===== src/rtl/comm_pkg.sv =====
package comm_pkg;
  localparam int MODE_W = 3;
  typedef logic [MODE_W-1:0] mode_t;

  localparam mode_t MODE_FORCE_LO = 3'b100;
  localparam mode_t MODE_FORCE_HI = 3'b101;

  typedef struct packed {
    mode_t mode;
    logic  main_en;
    logic  comp_en;
  } chan_cfg_t;

  localparam chan_cfg_t CFG_RESET = '{mode: '0, main_en: 1'b0, comp_en: 1'b0};
endpackage


===== src/rtl/comm_trig_sync.sv =====
module comm_trig_sync #(
  parameter int STAGES = 2
) (
  input  logic clk,
  input  logic rst_n,
  input  logic trg_async,
  output logic rise_o
);
  localparam int LAST = STAGES;

  // sh[0..STAGES-1] synchroniser, sh[STAGES] holds the previous synchronised level
  logic [LAST:0] sh_q, sh_d;

  generate
    for (genvar s = 0; s <= LAST; s++) begin : g_stage
      if (s == 0) begin : g_first
        always_comb sh_d[s] = trg_async;
      end else begin : g_next
        always_comb sh_d[s] = sh_q[s-1];
      end
    end
  endgenerate

  always_ff @(posedge clk or negedge rst_n) begin
    if (!rst_n) sh_q <= '0;
    else        sh_q <= sh_d;
  end

  assign rise_o = sh_q[LAST-1] & ~sh_q[LAST];

  AST_RISE_SINGLE: assert property (@(posedge clk) disable iff (!rst_n)
    rise_o |=> !rise_o);
endmodule


===== src/rtl/comm_evt_ctrl.sv =====
module comm_evt_ctrl (
  input  logic clk,
  input  logic rst_n,
  input  logic sw_gen,
  input  logic hw_rise,
  input  logic hw_src_en,
  input  logic flag_clr,
  input  logic irq_en,
  input  logic dma_en,
  output logic evt,
  output logic flag,
  output logic irq,
  output logic dma_req
);
  logic gen_q, gen_d;
  logic flag_q, flag_d;
  logic hw_evt;

  // generate bit: set by the strobe, clears itself after one cycle
  always_comb gen_d = sw_gen;

  always_comb hw_evt = hw_src_en & hw_rise;

  // both sources merge into one event
  always_comb evt = gen_q | hw_evt;

  always_comb begin
    flag_d = flag_q;
    if (flag_clr) flag_d = 1'b0;
    if (evt)      flag_d = 1'b1;
  end

  always_ff @(posedge clk or negedge rst_n) begin
    if (!rst_n) begin
      gen_q  <= 1'b0;
      flag_q <= 1'b0;
    end else begin
      gen_q  <= gen_d;
      flag_q <= flag_d;
    end
  end

  assign flag    = flag_q;
  assign irq     = flag_q & irq_en;
  assign dma_req = flag_q & dma_en;

  AST_GEN_SELF_CLEAR: assert property (@(posedge clk) disable iff (!rst_n)
    (gen_q && !sw_gen) |=> !gen_q);
  AST_FLAG_SET: assert property (@(posedge clk) disable iff (!rst_n)
    evt |=> flag);
  AST_FLAG_STICKY: assert property (@(posedge clk) disable iff (!rst_n)
    (flag && !flag_clr) |=> flag);
  AST_FLAG_CLEAR: assert property (@(posedge clk) disable iff (!rst_n)
    (flag_clr && !evt) |=> !flag);
  AST_HW_GATED: assert property (@(posedge clk) disable iff (!rst_n)
    (!hw_src_en && !gen_q) |-> !evt);
endmodule


===== src/rtl/comm_chan_shadow.sv =====
module comm_chan_shadow
  import comm_pkg::*;
(
  input  logic      clk,
  input  logic      rst_n,
  input  logic      wr_hit,
  input  chan_cfg_t wr_cfg,
  input  logic      preload_en,
  input  logic      evt,
  output chan_cfg_t act,
  output logic      forced,
  output logic      level
);
  chan_cfg_t pre_q, pre_d;
  chan_cfg_t act_q, act_d;
  logic      act_ld;

  always_comb pre_d = wr_hit ? wr_cfg : pre_q;

  always_comb begin
    act_d  = act_q;
    act_ld = 1'b0;
    if (preload_en) begin
      if (evt) begin
        act_d  = pre_q;
        act_ld = 1'b1;
      end
    end else if (wr_hit) begin
      act_d  = wr_cfg;
      act_ld = 1'b1;
    end
  end

  always_ff @(posedge clk or negedge rst_n) begin
    if (!rst_n) begin
      pre_q <= CFG_RESET;
      act_q <= CFG_RESET;
    end else begin
      if (wr_hit) pre_q <= pre_d;
      if (act_ld) act_q <= act_d;
    end
  end

  assign act    = act_q;
  assign forced = (act_q.mode == MODE_FORCE_LO) || (act_q.mode == MODE_FORCE_HI);
  assign level  = (act_q.mode == MODE_FORCE_HI);

  AST_LIVE_HOLD: assert property (@(posedge clk) disable iff (!rst_n)
    (preload_en ? !evt : !wr_hit) |=> $stable(act));
  AST_LIVE_LOAD: assert property (@(posedge clk) disable iff (!rst_n)
    (preload_en && evt) |=> act == $past(pre_q));
  AST_BYPASS_WRITE: assert property (@(posedge clk) disable iff (!rst_n)
    (!preload_en && wr_hit) |=> act == $past(wr_cfg));
  AST_FORCE_STABLE: assert property (@(posedge clk) disable iff (!rst_n)
    $stable(act) |-> $stable(forced) && $stable(level));
endmodule


===== src/rtl/comm_shadow_ctrl.sv =====
module comm_shadow_ctrl
  import comm_pkg::*;
#(
  parameter int NUM_CH      = 3,
  parameter int SYNC_STAGES = 2,
  localparam int CH_W       = (NUM_CH > 1) ? $clog2(NUM_CH) : 1
) (
  input  logic                     clk,
  input  logic                     rst_n,
  input  logic                     wr_en,
  input  logic [CH_W-1:0]          wr_ch,
  input  logic [MODE_W-1:0]        wr_mode,
  input  logic                     wr_main_en,
  input  logic                     wr_comp_en,
  input  logic                     cfg_preload_en,
  input  logic                     cfg_hw_src_en,
  input  logic                     cfg_irq_en,
  input  logic                     cfg_dma_en,
  input  logic                     sw_gen,
  input  logic                     flag_clr,
  input  logic                     trg_in,
  output logic [NUM_CH*MODE_W-1:0] act_mode,
  output logic [NUM_CH-1:0]        act_main_en,
  output logic [NUM_CH-1:0]        act_comp_en,
  output logic [NUM_CH-1:0]        ref_forced,
  output logic [NUM_CH-1:0]        ref_level,
  output logic                     evt_pulse,
  output logic                     evt_flag,
  output logic                     irq,
  output logic                     dma_req
);
  logic      hw_rise;
  logic      evt;
  chan_cfg_t wr_cfg;

  always_comb wr_cfg = '{mode: wr_mode, main_en: wr_main_en, comp_en: wr_comp_en};

  comm_trig_sync #(.STAGES(SYNC_STAGES)) i_sync (
    .clk       (clk),
    .rst_n     (rst_n),
    .trg_async (trg_in),
    .rise_o    (hw_rise)
  );

  comm_evt_ctrl i_evt (
    .clk       (clk),
    .rst_n     (rst_n),
    .sw_gen    (sw_gen),
    .hw_rise   (hw_rise),
    .hw_src_en (cfg_hw_src_en),
    .flag_clr  (flag_clr),
    .irq_en    (cfg_irq_en),
    .dma_en    (cfg_dma_en),
    .evt       (evt),
    .flag      (evt_flag),
    .irq       (irq),
    .dma_req   (dma_req)
  );

  generate
    for (genvar c = 0; c < NUM_CH; c++) begin : g_ch
      chan_cfg_t act_c;
      logic      hit_c;

      always_comb hit_c = wr_en && (wr_ch == CH_W'(c));

      comm_chan_shadow i_chan (
        .clk        (clk),
        .rst_n      (rst_n),
        .wr_hit     (hit_c),
        .wr_cfg     (wr_cfg),
        .preload_en (cfg_preload_en),
        .evt        (evt),
        .act        (act_c),
        .forced     (ref_forced[c]),
        .level      (ref_level[c])
      );

      assign act_mode[c*MODE_W +: MODE_W] = act_c.mode;
      assign act_main_en[c]               = act_c.main_en;
      assign act_comp_en[c]               = act_c.comp_en;
    end
  endgenerate

  assign evt_pulse = evt;

  AST_EVT_ONE_CYCLE: assert property (@(posedge clk) disable iff (!rst_n)
    (evt_pulse && !sw_gen) |=> !evt_pulse);
  AST_IRQ_GATED: assert property (@(posedge clk) disable iff (!rst_n)
    !evt_flag |-> !irq && !dma_req);
endmodule


===== config.mk =====
export PLATFORM = sky130hd
export DESIGN_NAME = comm_shadow_ctrl
export DESIGN_NICKNAME = d
export VERILOG_FILES = /design/src/rtl/comm_pkg.sv /design/src/rtl/comm_trig_sync.sv /design/src/rtl/comm_evt_ctrl.sv /design/src/rtl/comm_chan_shadow.sv /design/src/rtl/comm_shadow_ctrl.sv
export SDC_FILE = /design/constraint.sdc
export NUM_CORES = 1
export LEC_CHECK = 0
export CAP_MARGIN = 20
export CORE_ASPECT_RATIO = 1.25
export CORE_UTILIZATION = 50
export CTS_CLUSTER_DIAMETER = 100
export DETAILED_ROUTE_END_ITERATION = 8
export PLACE_DENSITY = 0.84
export SYNTH_ARGS = -nofsm -noshare
export SYNTH_HDL_FRONTEND = slang
export SYNTH_HIERARCHICAL = 1
export SYNTH_SLANG_ARGS = --single-unit
export TNS_END_PERCENT = 20

===== constraint.sdc =====
create_clock -name clk -period 3.09 [get_ports clk]
set_clock_uncertainty 0.15 [all_clocks]
set_input_delay 0.618 -clock clk [delete_from_list [all_inputs] [get_ports clk]]
set_output_delay 0.618 -clock clk [all_outputs]
set_load 0.1 [all_outputs]

== Yosys cells after proc, flatten, opt, wreduce, memory -nomap -nowiden ==
Index checks and enable logic that the tools add are counted.
Storage, ports and cells
  word-level logic and storage cells: 68
  bits of input ports: 17
  bits in registers: 35
Cells by class
  equality and inequality tests: 9
  mux-type cells: 18
  reductions and logical operators: 14
  bitwise operators: 6
Operators by type and width (number)
  $mux W5: 9
  $eq A3 B3 Y1 const B: 6
  $mux W1: 9
  $reduce_and A3 Y1: 3
  $reduce_bool A2 Y1: 4
  $and A1 B1 Y1: 4
  $logic_and A1 B1 Y1: 3
  $logic_or A1 B1 Y1: 3
  $eq A2 B1 Y1 const B: 1
  $eq A2 B2 Y1 const B: 1
  $logic_not A2 Y1: 1
  $ne A2 B1 Y1 const B: 1
  $not A1 Y1: 1
  $or A1 B1 Y1: 1

== Logic depth before layout (Yosys ltp) ==
Gate-level depths: netlist (run 1).
  word-level depth: 7
  depth in mapped cells: 5
  mapped depth without buffers: 4

== Cells and area by module ==
The synthesis (run 1) kept the hierarchy.
By module, submodules not included
  comm_chan_shadow: cells each 35, area each 493.0 um2, instances 3, sequential area each 250.2 um2
  comm_trig_sync: cells each 4, area each 88.8 um2, instances 1, sequential area each 75.1 um2
  comm_evt_ctrl: cells each 7, area each 81.3 um2, instances 1, sequential area each 50.0 um2
  comm_shadow_ctrl: cells each 3, area each 30.0 um2, instances 1, sequential area each 0.0 um2

== Worst setup path after synthesis (run 1) ==
OpenSTA, ideal clock, no wires.
  path kind: reg-to-output
  start: reg g_ch[0].i_chan.act_q (netlist bit g_ch[0].i_chan/act[4])
  end: out ref_level[0]
  data arrival time: 3.313 ns
  cell stages (with the launch flop): 3
  buffers on the path: 0
  path slack: -0.991 ns
  required time: 2.322 ns
  cell sequence: dfrtp_1 -> nor2b_1 -> and2_1
On the way
  word-level cells in the longest chain between the ends: 1
RTL lines
  from (decl): line comm_chan_shadow.sv:15  | chan_cfg_t act_q, act_d;
  from (signal assigned): line comm_chan_shadow.sv:40  | if (act_ld) act_q <= act_d;
  $eq A3 B3 Y1: line comm_chan_shadow.sv:46  | assign level = (act_q.mode == MODE_FORCE_HI);
  to (decl): line comm_shadow_ctrl.sv:26  | output logic [NUM_CH-1:0] ref_level,
No other way between the ends.

== Worst setup path in the final report (run 1) ==
  start: in cfg_hw_src_en
  end: out evt_pulse
On the way
  word-level cells in the longest chain between the ends: 2
RTL lines
  from (decl): line comm_shadow_ctrl.sv:16  | input logic cfg_hw_src_en,
  $and A1 B1 Y1: line comm_evt_ctrl.sv:22  | always_comb hw_evt = hw_src_en & hw_rise;
  $or A1 B1 Y1: line comm_evt_ctrl.sv:25  | always_comb evt = gen_q | hw_evt;
  to (decl): line comm_shadow_ctrl.sv:27  | output logic evt_pulse,
No other way between the ends.

==> results of run 1 <==
==> report_power, final <==
group          switching [mW]  total (mW)  internal, mW
combinational           0.769        1.03         0.260
sequential             0.0866       0.647         0.560
clock                   0.147       0.297         0.150
total                    1.00        1.97         0.970
==> cells by family after synthesis <==
kind of cell	share of synthesized area
muxes	0.369
DFF	0.522
and+or+nand+nor	0.0559
buffers and inverters	0.0447
AOI/OAI and AO/OA	0.00894
==> path summary, 6_finish.rpt <==
path	start	to	slack [ns]	cells past startpoint
worst min-delay path	i_sync/sh_q[0]$_DFF_PN0_	i_sync/sh_q[1]$_DFF_PN0_	0.21	0
min in group asynchronous	rst_n	i_sync/sh_q[1]$_DFF_PN0_	0.60	2
max in group asynchronous	rst_n	g_ch[2].i_chan/act[3]$_DFFE_PN0P_	1.88	2
worst max-delay path	cfg_hw_src_en	evt_pulse	0.89	3
worst max register to register	i_sync/sh_q[2]$_DFF_PN0_	g_ch[0].i_chan/act[2]$_DFFE_PN0P_	1.49	5
worst min register to register	i_sync/sh_q[0]$_DFF_PN0_	i_sync/sh_q[1]$_DFF_PN0_	0.21	0
==> synthesized netlist by cell type (all sizes together) <==
library cell | number | area share
nor2b | 4 | 0.019
a21o | 2 | 0.0089
nor3b | 1 | 0.0075
mux2 | 15 | 0.10
mux2i | 45 | 0.27
and2 | 5 | 0.019
inv | 1 | 0.0022
dfrtp | 35 | 0.52
buf | 6 | 0.034
and3b | 2 | 0.010
clkbuf | 3 | 0.0089
==> critical path: stages <==
cell and delay, ns:
clkdlybuf4s50_1 0.46, a21o_1 0.17, buf_12 0.18
==> metal layers <==
metal | share of wire | vias up
met5 | 0 | -
met4 | 0.024 | 0
met3 | 0.047 | 8
met2 | 0.55 | 25
met1 | 0.38 | 538
li1 | - | 501
==> cell type report <==
type | instances | area, µm²
clock buffer | 6 | 72.6
fill | 251 | 1030
inverter | 1 | 3.75
multi-input combinational | 74 | 752
sequential | 35 | 876
tap | 37 | 46.3
timing repair buffer | 45 | 415
==> per-stage QoR <==
step	utilization	total power [mW]	std cells	hold slack [ns]
after floorplan	-	1.46	119	0.172
after global placement	0.655	1.67	192	0.187
final	0.678	1.97	198	0.209
after global routing	0.678	2.05	198	0.214
after detailed placement	0.655	1.69	192	0.206
after CTS	0.678	1.99	198	0.214
==> state kept, by name, indices dropped and copies added, names as in the netlist <==
signal,count
i_sync/sh_q,3
i_evt/gen_q,1
i_evt/flag,1
g_ch.i_chan/pre_q,15
g_ch.i_chan/act,15
==> placed cells by master (no fill, tap or decap) <==
master,count
a21o_1,2
inv_1,1
mux2i_1,45
mux2_2,15
nor2b_4,4
buf_12,3
and2_2,1
and3b_1,2
clkdlybuf4s50_1,16
clkbuf_8,5
dfrtp_1,35
nor3b_2,1
and2_1,4
buf_4,26
clkbuf_1,1
==> results by group, run 1 <==
Logic synthesis
  • Syn Area/Cell: 14.1 µm²
  • Gate Count Post-Synth: approximately 120
  • Register area share after synthesis: 0.522
  • Cell Area, Synth: 0.00168 mm²
  • Yosys Warn Count: 6
  • FF+latch count, synth: 35
  • Post-synth cell types: 13
  • Synth Net Count: ~140

Placement
  • Post-DP Area: around 0.0021 mm²
  • DP HPWL: 2270 µm
  • I/O Buffers: 41
  • Setup Slack @ Placement: 0.782 ns
  • GPL Wtd Cong: 0.712

Timing
  • Final min period: 2.20 ns
  • Max Slew Vio Count: 0
  • Normalized max-slew margin: 0.650
  • Setup slack after layout: 0.892 ns
  • RSZ-0062 raised after global routing: no
  • Fmax: 0.455 GHz
  • Final setup fails: 0
  • Worst-margin pin slew: about 0.52 ns
  • Final Cycle Share: 0.711
  • Final hold violation count: 0
  • Final TNS setup: 0 ns

Layout
  • Synth-to-Final Area Change: 29.0%
  • Fraction of layout cells with a size suffix above 1: 0.342
  • Final non-filler cell area: 0.00217 mm²
  • Diodes inserted: 0
  • Nets: about 180

Power and ir drop
  • Leak: 1.02 nW
  • Pwr per Cell Area: between 900 and 1000 mW/mm²
  • Largest vdd supply drop: between 0.6 and 0.7 mV

Critical path
  • Crit end category: primary output
  • CP Data Required Time: ~2.3 ns
  • Critical path class: in -> out
  • Critical Path Source Type: primary input
  • CP arrival: approximately 1.4 ns
  • CP Max Fanout: 2

CTS
  • Post-CTS setup buffers: 0
  • # H-tree levels: 2
  • Worst-path clk slew: 0.06 ns
  • CTS Buffer Depth: 2
  • Num CTS Buffers: 5
  • Resized cells post-CTS: 0
  • Number of clock sinks: 35
  • Clk_lat worst skew: 0.28 ns
  • CTS tree: built
  • Root buf cell: clkbuf_8
  • # hold bufs at CTS: 0

Route
  • WL final: 3210 µm
  • DRT Pass-1 Iters: 3
  • Total number of vias: 1072
  • DRC viols: 0
  • Wire length per cell: between 15 and 20 µm
  • Initial drt markers: 18
  • Antenna viol nets, final: 0
  • Vias per inst: 5.41

Job
  • Max cap viols: 0

Worst hold path
  • HP Class: reg -> reg

GRT
  • Met3 global-route usage: 0.0525
  • Total congestion overflow: 0
  • Pin count of the biggest net entering global routing: 36
  • First-pass GRT wire length: 5210 µm
  • Initial antenna violation count: 0
  • GR Util met1: 0.222
  • Vias in the first global route: 1166
  • GRT Total Usage: 0.211
  • Met2 Usage GRT: 0.363
  • GRT busiest layer: met2

Die
  • Core area: 0.00319 mm²
  • Num rows: 23
  • Die Area: 0.00360 mm²
  • Die Ht: 66.8 µm
  • Die width: 53.8 µm
  • Io pins: 42
  • Initial Util: 0.526

Run status
  • Status: finished clean
No activity file was read; power rests on OpenSTA's default activity.
==> inputs of run 2 (changes only) <==
--- a/config.mk
+++ b/config.mk
@@ -7,10 +7,10 @@
 export LEC_CHECK = 0
 export CAP_MARGIN = 20
 export CORE_ASPECT_RATIO = 1.25
-export CORE_UTILIZATION = 50
+export CORE_UTILIZATION = 44
 export CTS_CLUSTER_DIAMETER = 100
 export DETAILED_ROUTE_END_ITERATION = 8
-export PLACE_DENSITY = 0.84
+export PLACE_DENSITY = 0.79
 export SYNTH_ARGS = -nofsm -noshare
 export SYNTH_HDL_FRONTEND = slang
 export SYNTH_HIERARCHICAL = 1
==> constraint.sdc (replaced) <==
create_clock -name clk -period 1.9 [get_ports clk]
set_clock_uncertainty 0.15 [all_clocks]
set_input_delay 0.38 -clock clk [delete_from_list [all_inputs] [get_ports clk]]
set_output_delay 0.38 -clock clk [all_outputs]
set_load 0.1 [all_outputs]
==> run 2 against run 1 <==
Against the previous run:
- the run now ends with design-rule violations left
- via count grew 4.1%
- clock power increased by 98%
- cell count rose by 3.5%
- largest cell class unchanged
==> results by group, run 2 (synthesis gave the netlist of run 1 again) <==
Power and ir drop
  • Pwr per Cell Area: 1480 mW/mm² (+62%)
  • Leak: 1.16 nW (+13%)
  • Largest vdd supply drop: 1.22 mV (+83%)
  • Total power: 3.80 mW (+92%)

Layout
  • Commonest non-fill, non-tap cell in the layout: mux2i_1
  • Nets: 182 (+1.7%)
  • Most frequent cells in the layout: mux2i_1, dfrtp_1, buf_12
  • Final Util: 0.718 (+0.0405)
  • Synth-to-Final Area Change: 52.9%
  • Diodes inserted: 0 (unchanged)
  • Fraction of layout cells with a size suffix above 1: 0.422 (+0.0801)

Timing
  • Max Slew Vio Count: 0 (unchanged)
  • Final TNS setup: 0 ns (unchanged)
  • Final setup fails: 0 (unchanged)
  • Final hold violation count: 0 (unchanged)
  • Final min period: approximately 1.8 ns
  • Fmax: 0.550 GHz
  • Normalized max-slew margin: 0.713 (+0.0627)
  • RSZ-0062 raised after global routing: no
  • Worst-margin pin slew: 0.430 ns (-0.0941 ns)
  • Final Cycle Share: 0.957

Route
  • Wire length per cell: 17.7 µm (+9.4%)
  • WL final: 3630 µm (+13%)
  • Initial drt markers: 43 (+25)
  • DRT Pass-1 Iters: 6 (+3)
  • Total number of vias: 1116 (+4.1%)
  • Vias per inst: 5.44 (+0.55%)
  • Antenna viol nets, final: 0 (unchanged)
  • DRC viols: 2 (+2)

CTS
  • Num CTS Buffers: 5 (unchanged)
  • Post-CTS setup buffers: 0 (unchanged)
  • # hold bufs at CTS: 0 (unchanged)
  • Clk_lat worst skew: 0.29 ns (about the same)
  • Number of clock sinks: 35 (unchanged)
  • CTS Buffer Depth: 2 (unchanged)
  • # H-tree levels: 2 (unchanged)
  • CTS tree: built
  • Resized cells post-CTS: 0 (unchanged)
  • Worst-path clk slew: 0.06 ns (about the same)
  • Root buf cell: clkbuf_8

Run status
  • Status: finished with violations
  • Failing checks: design-rule violations

Critical path
  • Critical Path Source Type: primary input
  • Crit end category: primary output
  • Critical path class: in -> out
  • CP arrival: 1.29 ns (-0.14 ns)
  • Reg2reg start: i_sync/sh_q[2]$_DFF_PN0_
  • Worst Setup SP: cfg_hw_src_en
  • CP Data Required Time: 1.37 ns (-0.95 ns)
  • CP Max Fanout: 3 (+1)

GRT
  • Total congestion overflow: 0 (unchanged)
  • Pin count of the biggest net entering global routing: 36 (unchanged)
  • First-pass GRT wire length: 6020 µm (+16%)
  • Initial antenna violation count: 0 (unchanged)
  • GRT Total Usage: 0.204 (-0.00702)
  • Vias in the first global route: 1183 (+1.5%)

Die
  • Die Ht: 71.1 µm (+6.4%)
  • Num rows: 24 (+4.3%)
  • Die Area: 0.00407 mm² (+13%)
  • Core area: 0.00357 mm² (+12%)
  • Io pins: 42 (unchanged)
  • Initial Util: 0.470 (-0.0558)
  • Die width: 57.3 µm (+6.4%)

Placement
  • I/O Buffers: 41 (unchanged)
  • DP HPWL: 2660 µm (+17%)
  • GPL Wtd Cong: 0.706 (-0.86%)

Job
  • Max cap viols: 0 (unchanged)

Worst hold path
  • Min-Delay Startpoint: i_sync/sh_q[0]$_DFF_PN0_
  • HP Class: reg -> reg
## run 2: changes by cell type in the layout (fill, tap and decap cells not counted)
cell / change
and2_1: -4
and2_4: +3
dfrtp_1: -6
clkbuf_8: +2
dfrtp_4: +3
and2_2: +1
buf_12: +26
buf_4: -23
dfrtp_2: +3
## run 2: power breakdown
group | internal, mW | switching, mW | total (mW)
registers | 0.927 | 0.209 | 1.14
logic | 0.790 | 1.29 | 2.07
clock network | 0.331 | 0.257 | 0.587
## run 2: path summary, 6_finish.rpt
check / end / slack, ns / cells after the start
min reg2reg: i_sync/sh_q[1]$_DFF_PN0_ / 0.20 / 0
max in group asynchronous: g_ch[1].i_chan/act[4]$_DFFE_PN0P_ / 0.90 / 2
min: i_sync/sh_q[1]$_DFF_PN0_ / 0.20 / 0
max: evt_pulse / 0.08 / 3
min in group asynchronous: i_sync/sh_q[2]$_DFF_PN0_ / 0.36 / 2
max reg2reg: g_ch[0].i_chan/act[2]$_DFFE_PN0P_ / 0.34 / 5
## run 2: layout make-up
type                       count  area [µm²]
inverter                       1        3.75
timing repair buffer          48         763
clock buffer                   8         100
multi-input combinational     74         761
fill                         231        1010
sequential                    35         891
tap                           39        48.8
## run 2: layer usage
layer,vias up,wire [µm],GRT usage
met5,-,0,0
met3,6,142,0.0585
met4,0,65,0.0840
met2,25,1980,0.349
met1,571,1450,0.239
li1,514,-,-
## run 2: worst max-delay path, stage by stage
cell             delay, ns
clkdlybuf4s50_1       0.45
a21o_1                0.24
buf_12                0.21
## run 2: stage by stage
stage,std cells,hold slack (ns),setup WS (ns),area (µm²)
2_1_floorplan,119,-0.0656,-0.287,1730
3_3_place_gp,197,0.184,0.0495,2470
3_5_place_dp,197,0.193,0.00165,2470
4_1_cts,205,0.207,0.0695,2570
5_1_grt,205,0.218,0.0534,2570
6_report,205,0.204,0.0812,2570
==> inputs of run 3 (changes only) <==
--- a/config.mk
+++ b/config.mk
@@ -7,9 +7,11 @@
 export LEC_CHECK = 0
 export CAP_MARGIN = 20
 export CORE_ASPECT_RATIO = 1.25
+export CORE_MARGIN = 8
 export CORE_UTILIZATION = 44
 export CTS_CLUSTER_DIAMETER = 100
 export DETAILED_ROUTE_END_ITERATION = 8
+export HOLD_SLACK_MARGIN = 0.08
 export PLACE_DENSITY = 0.79
 export SYNTH_ARGS = -nofsm -noshare
 export SYNTH_HDL_FRONTEND = slang
==> run 3 against run 2 <==
Against the previous run:
- the flow now finishes without violations
- wire length grew 3.0%
- cell count grew 0.49%
- sequential share of layout area is essentially flat
- clock power is essentially flat
- critical path depth is the same
- total power is essentially flat
- non-clock buffer count is the same
- sequential power is essentially flat
- largest cell class unchanged
- highest routed layer unchanged
==> results by group, run 3 (synthesis gave the netlist of run 1 again) <==
Route
  • Antenna viol nets, final: 0 (unchanged)
  • Total number of vias: 1106 (-0.90%)
  • WL final: 3740 µm (+3.0%)
  • Initial drt markers: 52 (+21%)
  • DRC viols: 0 (-2)
  • DRT Pass-1 Iters: 4 (-2)
  • Vias per inst: 5.37 (-1.4%)
  • Wire length per cell: 18.2 µm (+2.5%)

Layout
  • Fraction of layout cells with a size suffix above 1: 0.422 (unchanged)
  • Diodes inserted: 0 (unchanged)
  • Most frequent cells in the layout: mux2i_1, dfrtp_1, buf_12
  • Synth-to-Final Area Change: 53.0% (about the same)
  • Fill cell count: 272 (+18%)
  • Nets: 182 (unchanged)
  • Commonest non-fill, non-tap cell in the layout: mux2i_1

Timing
  • Setup slack after layout: 0.0765 ns (-0.00462 ns)
  • Worst-margin pin slew: 0.437 ns (+0.00660 ns)
  • Final Cycle Share: 0.960 (+0.00243)
  • RSZ-0062 raised after global routing: no
  • Final min period: 1.82 ns (+0.00462 ns)
  • Final TNS setup: 0 ns (unchanged)
  • Max Slew Vio Count: 0 (unchanged)
  • Fmax: 0.548 GHz (-0.25%)
  • Final setup fails: 0 (unchanged)
  • Final hold violation count: 0 (unchanged)
  • Normalized max-slew margin: 0.709 (-0.00440)

GRT
  • Pin count of the biggest net entering global routing: 36 (unchanged)
  • GRT busiest layer: met2
  • GRT Total Usage: 0.136 (-0.0684)
  • GR Util met1: 0.142 (-0.0971)
  • First-pass GRT wire length: 6270 µm (+4.1%)
  • Met3 global-route usage: 0.0389 (-0.0196)
  • Total congestion overflow: 0 (unchanged)
  • Met2 Usage GRT: 0.236 (-0.113)
  • Initial antenna violation count: 0 (unchanged)
  • Vias in the first global route: 1253 (+5.9%)

Die
  • Core area: 0.00372 mm² (+4.2%)
  • Num rows: 25 (+4.2%)
  • Die Area: 0.00606 mm² (+49%)
  • Initial Util: 0.451 (-0.0188)
  • Die Ht: 85.1 µm (+20%)
  • Io pins: 42 (unchanged)
  • Die width: 71.3 µm (+24%)

Critical path
  • CP Max Fanout: 3 (unchanged)
  • Critical Path Source Type: primary input
  • Crit end category: primary output
  • CP arrival: 1.29 ns (about the same)
  • Reg2Reg Depth: 5 (unchanged)
  • Critical path class: in -> out
  • CP Data Required Time: 1.37 ns (about the same)

CTS
  • # H-tree levels: 2 (unchanged)
  • Post-CTS setup buffers: 0 (unchanged)
  • Resized cells post-CTS: 0 (unchanged)
  • Worst-path clk slew: 0.06 ns (about the same)
  • Number of clock sinks: 35 (unchanged)
  • CTS Buffer Depth: 2 (unchanged)
  • CTS tree: built
  • # hold bufs at CTS: 0 (unchanged)
  • Num CTS Buffers: 5 (unchanged)
  • Clk_lat worst skew: 0.29 ns (about the same)
  • Root buf cell: clkbuf_8

Placement
  • I/O Buffers: 41 (unchanged)
  • GPL Wtd Cong: 0.694 (-1.6%)
  • DP HPWL: 2850 µm (+7.0%)
  • Setup Slack @ Placement: -0.00956 ns (-0.0112 ns)

Power and ir drop
  • Leak: 1.16 nW (unchanged)
  • Pwr per Cell Area: 1480 mW/mm² (about the same)
  • Largest vdd supply drop: 1.01 mV (-17%)

Run status
  • Status: finished clean

Worst hold path
  • WHS Path Cells: 0 (unchanged)
  • HP Class: reg -> reg

Job
  • Max cap viols: 0 (unchanged)
run 3: cell counts in the layout (fill, tap and decap cells not counted):
No cell type changed its count.
run 3: final timing paths:
| kind | start | endpoint | slack, ns |
|---|---|---|---|
| worst max-delay path | cfg_hw_src_en | evt_pulse | 0.08 |
| worst min-delay path | i_sync/sh_q[0]$_DFF_PN0_ | i_sync/sh_q[1]$_DFF_PN0_ | 0.21 |
| worst max register to register | i_sync/sh_q[2]$_DFF_PN0_ | g_ch[2].i_chan/act[2]$_DFFE_PN0P_ | 0.32 |
| worst min register to register | i_sync/sh_q[0]$_DFF_PN0_ | i_sync/sh_q[1]$_DFF_PN0_ | 0.21 |
| max in group asynchronous | rst_n | g_ch[2].i_chan/act[4]$_DFFE_PN0P_ | 0.91 |
| min in group asynchronous | rst_n | g_ch[0].i_chan/act[1]$_DFFE_PN0P_ | 0.34 |
run 3: final cells by class:
cell class / count / area, µm² / share of cell area
timing repair buffer: 48 / 763 / 0.297
clock buffer: 8 / 100 / 0.0390
inverter: 1 / 3.75 / 0.00146
multi-input combinational: 74 / 761 / 0.296
sequential: 35 / 891 / 0.347
tap: 40 / 50.0 / 0.0195
run 3: report_power, final:
group          leakage (nW)  total [mW]  switching, mW  internal [mW]
registers             0.406        1.13          0.205          0.927
logic                 0.704        2.08           1.29          0.790
clock network        0.0515       0.588          0.257          0.330
run 3: layer usage:
layer  up-vias  part of all wire  wire length (µm)
li1        506                 -                 -
met1       574              0.39              1450
met2        20              0.56              2110
met3         6             0.028               105
met4         0             0.023                85
met5         -                 0                 0
run 3: through the flow:
step,instances,total power [mW],util,area [µm²],hold WS (ns)
6_report,206,3.80,0.690,2570,0.210
5_1_grt,206,3.93,0.690,2570,0.225
4_1_cts,206,3.84,0.690,2570,0.217
3_5_place_dp,198,3.24,0.663,2470,0.202
3_3_place_gp,198,3.19,0.663,2470,0.186
2_1_floorplan,119,2.41,-,1730,-0.0656
run 3: critical path, cell delays in order:
cell,delay [ns]
clkdlybuf4s50_1,0.46
a21o_1,0.24
buf_12,0.21
